==> src/rtl/irq_track_pkg.sv <==
package irq_track_pkg;
  localparam int VEC_W = 8;

  typedef struct packed {
    logic [VEC_W-1:0] vec;
    logic             level;
    logic             mask;
  } pin_cfg_t;
endpackage

==> src/rtl/lowest_first_pick.sv <==
module lowest_first_pick #(
  parameter int N  = 24,
  parameter int IW = $clog2(N)
) (
  input  logic [N-1:0]  elig,
  output logic          found,
  output logic [IW-1:0] idx,
  output logic [N-1:0]  grant
);
  logic [N:0] seen;
  assign seen[0] = 1'b0;

  for (genvar g = 0; g < N; g++) begin : g_chain
    assign grant[g]  = elig[g] & ~seen[g];
    assign seen[g+1] = seen[g] | elig[g];
  end

  assign found = seen[N];

  always_comb begin
    idx = '0;
    for (int k = 0; k < N; k++) begin
      if (grant[k]) idx = idx | IW'(k);
    end
  end
endmodule

==> src/rtl/eoi_vector_match.sv <==
module eoi_vector_match
  import irq_track_pkg::*;
#(
  parameter int N = 24
) (
  input  logic             eoi_valid,
  input  logic [VEC_W-1:0] eoi_vec,
  input  pin_cfg_t         cfg [N],
  output logic [N-1:0]     clr
);
  for (genvar g = 0; g < N; g++) begin : g_cmp
    assign clr[g] = eoi_valid & cfg[g].level & (cfg[g].vec == eoi_vec);
  end
endmodule

==> src/rtl/irq_eoi_tracker.sv <==
module irq_eoi_tracker
  import irq_track_pkg::*;
#(
  parameter int N  = 24,
  parameter int IW = $clog2(N)
) (
  input  logic             clk,
  input  logic             rst,
  input  logic [N-1:0]     irq_pulse,
  input  logic             cfg_we,
  input  logic [IW-1:0]    cfg_idx,
  input  logic [VEC_W-1:0] cfg_vec,
  input  logic             cfg_level,
  input  logic             cfg_mask,
  input  logic             eoi_valid,
  input  logic [VEC_W-1:0] eoi_vec,
  output logic             dlv_valid,
  input  logic             dlv_ready,
  output logic [IW-1:0]    dlv_pin,
  output logic [VEC_W-1:0] dlv_vec,
  output logic             dlv_level,
  output logic [N-1:0]     rirr_o,
  output logic [N-1:0]     dstat_o
);
  pin_cfg_t     cfg_q [N];
  logic [N-1:0] rirr_q, dstat_q;
  logic [N-1:0] elig, grant, eoi_clr, hs_sel, level_v;
  logic         found, hs;
  logic [IW-1:0] pick_idx;

  assign hs = dlv_valid & dlv_ready;

  for (genvar g = 0; g < N; g++) begin : g_pin
    assign level_v[g] = cfg_q[g].level;
    assign elig[g]    = dstat_q[g] & ~cfg_q[g].mask & ~(cfg_q[g].level & rirr_q[g]);
    assign hs_sel[g]  = hs & (dlv_pin == IW'(g));
  end

  lowest_first_pick #(.N(N), .IW(IW)) i_pick (
    .elig (elig),
    .found(found),
    .idx  (pick_idx),
    .grant(grant)
  );

  eoi_vector_match #(.N(N)) i_eoi (
    .eoi_valid(eoi_valid),
    .eoi_vec  (eoi_vec),
    .cfg      (cfg_q),
    .clr      (eoi_clr)
  );

  // configuration entries
  always_ff @(posedge clk) begin
    if (rst) begin
      for (int k = 0; k < N; k++) cfg_q[k] <= '{vec: '0, level: 1'b0, mask: 1'b1};
    end else if (cfg_we && (int'(cfg_idx) < N)) begin
      cfg_q[cfg_idx] <= '{vec: cfg_vec, level: cfg_level, mask: cfg_mask};
    end
  end

  // status bits: clear from end-of-interrupt first, set from handshake second
  always_ff @(posedge clk) begin
    if (rst) begin
      rirr_q  <= '0;
      dstat_q <= '0;
    end else begin
      rirr_q  <= (rirr_q & ~eoi_clr) | (hs_sel & {N{dlv_level}});
      dstat_q <= (dstat_q & ~hs_sel) | irq_pulse;
    end
  end

  // delivery offer register
  always_ff @(posedge clk) begin
    if (rst) begin
      dlv_valid <= 1'b0;
      dlv_pin   <= '0;
      dlv_vec   <= '0;
      dlv_level <= 1'b0;
    end else if (hs) begin
      dlv_valid <= 1'b0;
    end else if (!dlv_valid && found) begin
      dlv_valid <= 1'b1;
      dlv_pin   <= pick_idx;
      dlv_vec   <= cfg_q[pick_idx].vec;
      dlv_level <= cfg_q[pick_idx].level;
    end
  end

  assign rirr_o  = rirr_q;
  assign dstat_o = dstat_q;

  AST_HOLD_OFFER: assert property (@(posedge clk) disable iff (rst)
    dlv_valid && !dlv_ready |=> dlv_valid && $stable(dlv_pin) && $stable(dlv_vec) && $stable(dlv_level));
  AST_ONE_GRANT: assert property (@(posedge clk) disable iff (rst)
    $onehot0(grant));
  AST_PICK_LOADS: assert property (@(posedge clk) disable iff (rst)
    !dlv_valid && found |=> dlv_valid);
  AST_LEVEL_SETS_RIRR: assert property (@(posedge clk) disable iff (rst)
    hs && dlv_level |=> rirr_o[$past(dlv_pin)]);
  AST_DSTAT_DROPS: assert property (@(posedge clk) disable iff (rst)
    hs && !irq_pulse[dlv_pin] |=> !dstat_o[$past(dlv_pin)]);
  AST_RIRR_ONLY_ON_HS: assert property (@(posedge clk) disable iff (rst)
    !hs |=> (rirr_o & ~$past(rirr_o)) == '0);
endmodule

==> config.mk <==
export PLATFORM = sky130hd
export DESIGN_NAME = irq_eoi_tracker
export DESIGN_NICKNAME = d
export VERILOG_FILES = /design/src/rtl/irq_track_pkg.sv /design/src/rtl/lowest_first_pick.sv /design/src/rtl/eoi_vector_match.sv /design/src/rtl/irq_eoi_tracker.sv
export SDC_FILE = /design/constraint.sdc
export NUM_CORES = 1
export LEC_CHECK = 0
export ABC_CLOCK_PERIOD_IN_PS = 2500
export BUFFER_PORTS_ARGS = -buffer_cell sky130_fd_sc_hd__buf_2
export CORE_MARGIN = 4
export CORE_UTILIZATION = 45
export DETAILED_ROUTE_END_ITERATION = 12
export SLEW_MARGIN = 15
export SYNTH_ARGS = -nofsm -noshare
export SYNTH_HDL_FRONTEND = slang
export SYNTH_SLANG_ARGS = --single-unit
==> constraint.sdc <==
create_clock -name clk -period 2.5 [get_ports clk]
set_input_delay 0.375 -clock clk [delete_from_list [all_inputs] [get_ports clk]]
set_output_delay 0.375 -clock clk [all_outputs]
set_load 0.005 [all_outputs]
* Word level (Yosys, flattened, before mapping)
Index checks and enable logic that the tools add are counted.
Word-level totals: output and inout bits 63, input bits 52, logic and storage cells 437, register bits 303
Operators by class: bitwise logic cells 272, mux-type cells 29, magnitude comparators 4, reductions and logical operators 7, equal/unequal tests 47
Operators with widths (count):
- bitwise mux 240 bit | 1
- == test 8 bit | 24
- bitwise AND 1 bit | 168
- bitwise AND 24 bit | 3
- NOT 1 bit | 72
- binary-select mux 10 bit (select 5 bit) | 1
- demux 10 bit (select 5 bit) | 1
- NOT 24 bit | 2
- bitwise OR 24 bit | 2
- == test 5 x 4 -> 1 bit (second input constant) | 8
- == test 5 bit (second input constant) | 8
- 2-to-1 mux 5 bit | 8
- 2-to-1 mux 4 bit | 8
- 2-to-1 mux 10 bit | 3
- bitwise OR 1 bit | 23
- == test 5 x 3 -> 1 bit (second input constant) | 4
- >= comparator 6 bit (second input constant) | 2
- 2-to-1 mux 3 bit | 4
- NOT 5 -> 6 bit | 2
- == test 5 x 2 -> 1 bit (second input constant) | 2
- < comparator 6 x 1 -> 1 bit (second input constant) | 1
- == test 5 x 1 -> 1 bit (second input constant) | 1
- logical NOT 5 bit | 1
- < comparator 5 bit (second input constant) | 1
- 6 further kinds | 9

* Depth between registers and ports, before layout
depth in word-level cells 32, mapped depth 12, depth with buffers taken out 9

* Hierarchy
A second synthesis with hierarchy kept.
Second synthesis, totals: cells, all modules 1745, area total of the unflattened synthesis 16544.6 sq um
By module, submodules not included:
- irq_eoi_tracker | times used 1, area an instance 13394.1 sq um, seq. area each 6065.8 sq um, cells an instance 1349
- eoi_vector_match | times used 1, area an instance 2622.5 sq um, seq. area each 0.0 sq um, cells an instance 314
- lowest_first_pick | times used 1, area an instance 528.0 sq um, seq. area each 0.0 sq um, cells an instance 82

* Worst setup path before layout
OpenSTA, ideal clock, no wires.
path type register to register, from register dstat_q[16] (netlist: dstat_o[16]), to register dlv_vec[1], period minus slack after synthesis 2.624 ns, slack -0.124 ns, data required time 2.367 ns, cell stages (with the launch flop) 11, setup time 0.133 ns, buffers on the path 1, arrival 2.490 ns, cells stage by stage dfxtp_1 > nor2b_1 > a22o_1 > or3_4 > or4_4 > buf_6 > and4_1 > o211ai_1 > o2111ai_1 > a211oi_1 > o211ai_1
On the way: cells in the longest elaborated chain, start to end 16, elaborated cells on any way between the ends 39, classes of those cells mux (11); bitwise (26); reduce/logical (2)
RTL lines:
- start, declared | RTL line irq_eoi_tracker.sv:26 | logic [N-1:0] rirr_q, dstat_q;
- start signal, assigned | RTL line irq_eoi_tracker.sv:69 | dstat_q <= (dstat_q & ~hs_sel) | irq_pulse;
- bitwise AND 1 bit (*) (2 in a row) | RTL line irq_eoi_tracker.sv:35 | assign elig[g] = dstat_q[g] & ~cfg_q[g].mask & ~(cfg_q[g].level & rirr_q[g]);
- bitwise OR 1 bit | RTL line lowest_first_pick.sv:15 | assign seen[g+1] = seen[g] | elig[g];
- NOT 1 bit / bitwise OR 1 bit (equally long branches) | RTL line lowest_first_pick.sv:14, lowest_first_pick.sv:15
- bitwise AND 1 bit, or another cell as far along | RTL line lowest_first_pick.sv:14 | assign grant[g] = elig[g] & ~seen[g];
- 2-to-1 mux 5 bit, or another cell as far along (5 in a row) | RTL line lowest_first_pick.sv:23 | if (grant[k]) idx = idx | IW'(k);
- 2-to-1 mux 5 bit / bitwise AND 1 bit (equally long branches) | RTL line lowest_first_pick.sv:23, lowest_first_pick.sv:14
- 2-to-1 mux 5 bit | RTL line lowest_first_pick.sv:23
- NOT 5 -> 6 bit (not written as such) | RTL line irq_eoi_tracker.sv:85 | dlv_vec <= cfg_q[pick_idx].vec;
- binary-select mux 10 bit (select 5 bit) | RTL line irq_eoi_tracker.sv:85
- 2-to-1 mux 10 bit (2 in a row)
- end signal, assigned | RTL line irq_eoi_tracker.sv:85
- end, declared | RTL line irq_eoi_tracker.sv:20 | output logic [VEC_W-1:0] dlv_vec,
Mark *: on every way between the ends. The rest lies on a longest branch, timed or not. The select of a mux whose other input is x is not followed. A chain may end at the register's enable or synchronous reset.

* Final worst setup path
from register dstat_q[18] (netlist: dstat_o[18]), to register dlv_vec[3]
On the way: cells in the longest elaborated chain, start to end 14, elaborated cells on any way between the ends 31, classes of those cells mux (9); bitwise (20); reduce/logical (2)
RTL lines (RTL line):
- bitwise AND 1 bit (*) (2 in a row) | irq_eoi_tracker.sv:35
- bitwise OR 1 bit | lowest_first_pick.sv:15
- NOT 1 bit / bitwise OR 1 bit (equally long branches) | lowest_first_pick.sv:14, lowest_first_pick.sv:15
- bitwise AND 1 bit, or another cell as far along | lowest_first_pick.sv:14
- 2-to-1 mux 5 bit, or another cell as far along (3 in a row) | lowest_first_pick.sv:23
- 2-to-1 mux 5 bit / bitwise AND 1 bit (equally long branches) | lowest_first_pick.sv:23, lowest_first_pick.sv:14
- 2-to-1 mux 5 bit | lowest_first_pick.sv:23
- NOT 5 -> 6 bit (not written as such) | irq_eoi_tracker.sv:85
- binary-select mux 10 bit (select 5 bit) | irq_eoi_tracker.sv:85
- 2-to-1 mux 10 bit (2 in a row)
Marked as above.

==> flow_summary.json <==
{
  "io_pins": 115,
  "path_delay_family": "simple AND/OR/NAND/NOR gates",
  "final_hold_viol_count": 0,
  "core_area_sq_mm": 0.0355,
  "p_clk_frac": 0.464,
  "finalPower_uw": 11100,
  "io_buffers": 114,
  "sw_frac_of_total": 0.250,
  "drcViolationCount": 0,
  "status": "finished with violations",
  "finalNetCount": 2154,
  "synth_ff_type": "dfxtp_1",
  "post_drt_wl_per_cell_um": 24.3,
  "leakagePower_uw": 0.00968,
  "rsz0062_at_grt": "yes",
  "hpwl_mm": 43.0,
  "syn-mean-instance-area_sq_um": 8.81,
  "grt_pass1_vias": 14800,
  "placementRows": 69,
  "die_w_um": 197,
  "htree_levels": 2,
  "cpPeakStageDelay_ns": 0.60,
  "hold_class": "primary input to flop",
  "grtUsageTotal": 0.309,
  "drive_above_1_share": 0.250,
  "grt_pass1_wl_mm": 92.6,
  "max_slew_margin": 0.334,
  "syn_nets": 1884,
  "max_cap_violations": 0,
  "drt-total-wl_mm": 62.9,
  "fmax_ghz": 0.329,
  "antennaDiodeCount": 0,
  "fin_ws_ns": -0.537,
  "end_kind": "flop",
  "clk_pin_slew_ns": 0.06,
  "fin_skew_ns": 0.0120,
  "first_iter_violations": 1569,
  "comb_power_share": 0.091,
  "netlist_instances": 1832,
  "synth-seq-area-share": 0.376,
  "finalSetupViolCount": 9,
  "crit_chain": "nor2b_4 -> a22o_1 -> or3_4 -> or4_4 -> nand3_4 -> buf_4 -> nand2_1 -> a311oi_4 -> o2111ai_2 -> o211ai_1",
  "synth-seq-cells": 303,
  "cts_sinks": 303,
  "ctsHoldBuffers": 0,
  "critPathKind": "flop to flop",
  "cts_tree": "built",
  "violations": "negative setup slack",
  "finalSetupTns_ns": -4.62,
  "drtPass1Iterations": 7,
  "async_flop_share": 0,
  "clk_latency_ns": 0.53,
  "drt.antenna.violating_nets": 0,
  "worstPathRequired_ns": 2.93,
  "worstPathMaxFanout": 9,
  "syn-cell-area_sq_mm": 0.0161,
  "place_congestion": 1.03,
  "die_y_um": 197,
  "numCtsBuffers": 35,
  "synth-edff-count": 0,
  "p_seq_frac": 0.446,
  "initial_core_util": 0.455,
  "critPathSlowestCell": "or4_4",
  "layout_worst_path_cycle_share": 1.21,
  "timing.final.max_slew_violations": 0,
  "grt_max_degree": 200,
  "tightest_slew_ns": 0.999,
  "cts_root_buf": "clkbuf_16",
  "via_per_inst": 5.95,
  "syn2layout_area_growth_pct": 28.4,
  "p_int_uw": 8300,
  "vias": 15400,
  "antenna_found_initial": 0,
  "yosys_warnings": 0,
  "ir_worst_vdd_uv": 544,
  "p_sw_uw": 2770,
  "fin_crit_ns": 3.04,
  "die-area_sq_mm": 0.0390,
  "grt-ovfl-total": 0,
  "worstPathArrival_ns": 3.47,
  "powerDensity_mw_per_mm2": 534,
  "clockBufferDepth": 3,
  "synth_cell_type_count": 76,
  "crit_path_start_kind": "flop",
  "crit_buf_inv": 1
}
[layout by cell type (no fill, tap or decap), types with 20 or more instances in the layout]
cell type  count
a21oi_1       71
and4_1        21
buf_12        24
buf_2        113
buf_4        221
clkbuf_16     40
dfxtp_1      296
mux2i_1      267
nand2_1      205
nand3_1       37
nand4_1       38
nor2_1       248
nor4_1        24
o211ai_1      20
o31a_1        29
xnor2_1       59
xor2_1       133
[cells by family (layout without fill, tap and decap cells)]
family | count (synthesis) | after routing | synth area share
XOR/XNOR | 192 | 192 | 0.104
AO/OA/AOI/OAI | 260 | 260 | 0.124
flip-flops | 303 | 303 | 0.376
buffers and inverters | 149 | 444 | 0.0386
multiplexers | 273 | 273 | 0.169
AND/OR/NAND/NOR | 655 | 655 | 0.188
[Yosys cell counts (5+ instances only)]
master | count | area share
buf_1 | 15 | 0.0035
a22oi_1 | 9 | 0.0042
a311oi_1 | 8 | 0.0043
a32oi_1 | 7 | 0.0038
and4_1 | 22 | 0.012
xnor2_1 | 59 | 0.032
clkbuf_1 | 103 | 0.024
o41ai_1 | 15 | 0.0081
inv_1 | 8 | 0.0019
a21oi_1 | 71 | 0.022
nand2_1 | 209 | 0.049
o21ai_0 | 10 | 0.0031
nor3_1 | 6 | 0.0019
a221oi_1 | 12 | 0.0065
buf_2 | 11 | 0.0034
nand2b_1 | 5 | 0.0019
dfxtp_1 | 303 | 0.38
o211ai_1 | 20 | 0.0093
nor2b_1 | 23 | 0.0089
o31a_1 | 29 | 0.016
a211oi_1 | 21 | 0.0098
mux2i_1 | 273 | 0.17
o2111ai_1 | 16 | 0.0087
nor2_1 | 248 | 0.058
nor3b_1 | 6 | 0.0028
o211ai_2 | 11 | 0.0085
nor4_1 | 25 | 0.0097
and2_1 | 12 | 0.0047
and3_1 | 7 | 0.0027
buf_4 | 5 | 0.0023
nand3_1 | 37 | 0.011
nand4_1 | 38 | 0.015
xor2_1 | 133 | 0.072
[power by group through the flow]
stage	clock [uW]	combinational, uW	sequential, uW
6_report	5130	1000	4930
5_1_grt	5380	1050	4930
4_1_cts	5200	957	4930
3_5_place_dp	0	934	5030
3_3_place_gp	0	924	5030
2_1_floorplan	0	503	5030
[worst min-delay path, cell delays in order]
cell	delay, ns
buf_2	0.08
a21oi_1	0.03
nor2_1	0.06
[per-layer routing]
layer | wire length (um) | share of wire | GRT usage
met5 | 0 | 0 | 0
met2 | 27400 | 0.44 | 0.483
met4 | 2230 | 0.035 | 0.0976
met1 | 27500 | 0.44 | 0.440
met3 | 5670 | 0.090 | 0.0503
[state kept, by name, summed over array words and instances (netlist names)]
register   flops
cfg_q        240
dstat_o       24
rirr_o        24
dlv_vec        8
dlv_pin        5
dlv_level      1
dlv_valid      1
[stage by stage]
stage	worst slack, ns	cell area (sq um)	std cells	util	hold slack (ns)
after detailed placement	-0.734	18800	2503	0.530	0.458
final	-0.537	20700	2588	0.584	0.0617
after global routing	-0.619	20700	2588	0.584	0.0717
after floorplan	-0.0783	16200	1832	-	0.437
after global placement	-0.643	18800	2503	0.530	0.447
after CTS	-0.462	20400	2575	0.574	0.0462
[worst paths after layout]
path	slack [ns]	from	endpoint	depth (start not counted)
max	-0.54	dstat_o[18]	dlv_vec[3]	10
min	0.06	irq_pulse[1]	dstat_o[1]	3
max reg2reg	-0.54	dstat_o[18]	dlv_vec[3]	10
min reg2reg	0.47	cfg_q[210]	cfg_q[210]	2
[final cells by class]
class                      instances  area (sq um)
inverter                          10          37.5
timing repair buffer             372          2960
tap                              461           577
fill                            3153         14800
multi-input combinational       1380          9940
clock inverter                    11           110
sequential                       303          6070
clock buffer                      51          1020
[timing repair]
action / 4_1_cts / 5_1_grt
setup buffers: 7 / 10
gates resized for setup: 52 / 49
pin swaps: 16 / 23
gates cloned: 3 / 3
endpoints found under the setup margin: 11 / 11
Note: power is estimated with default switching activity, not from simulation.
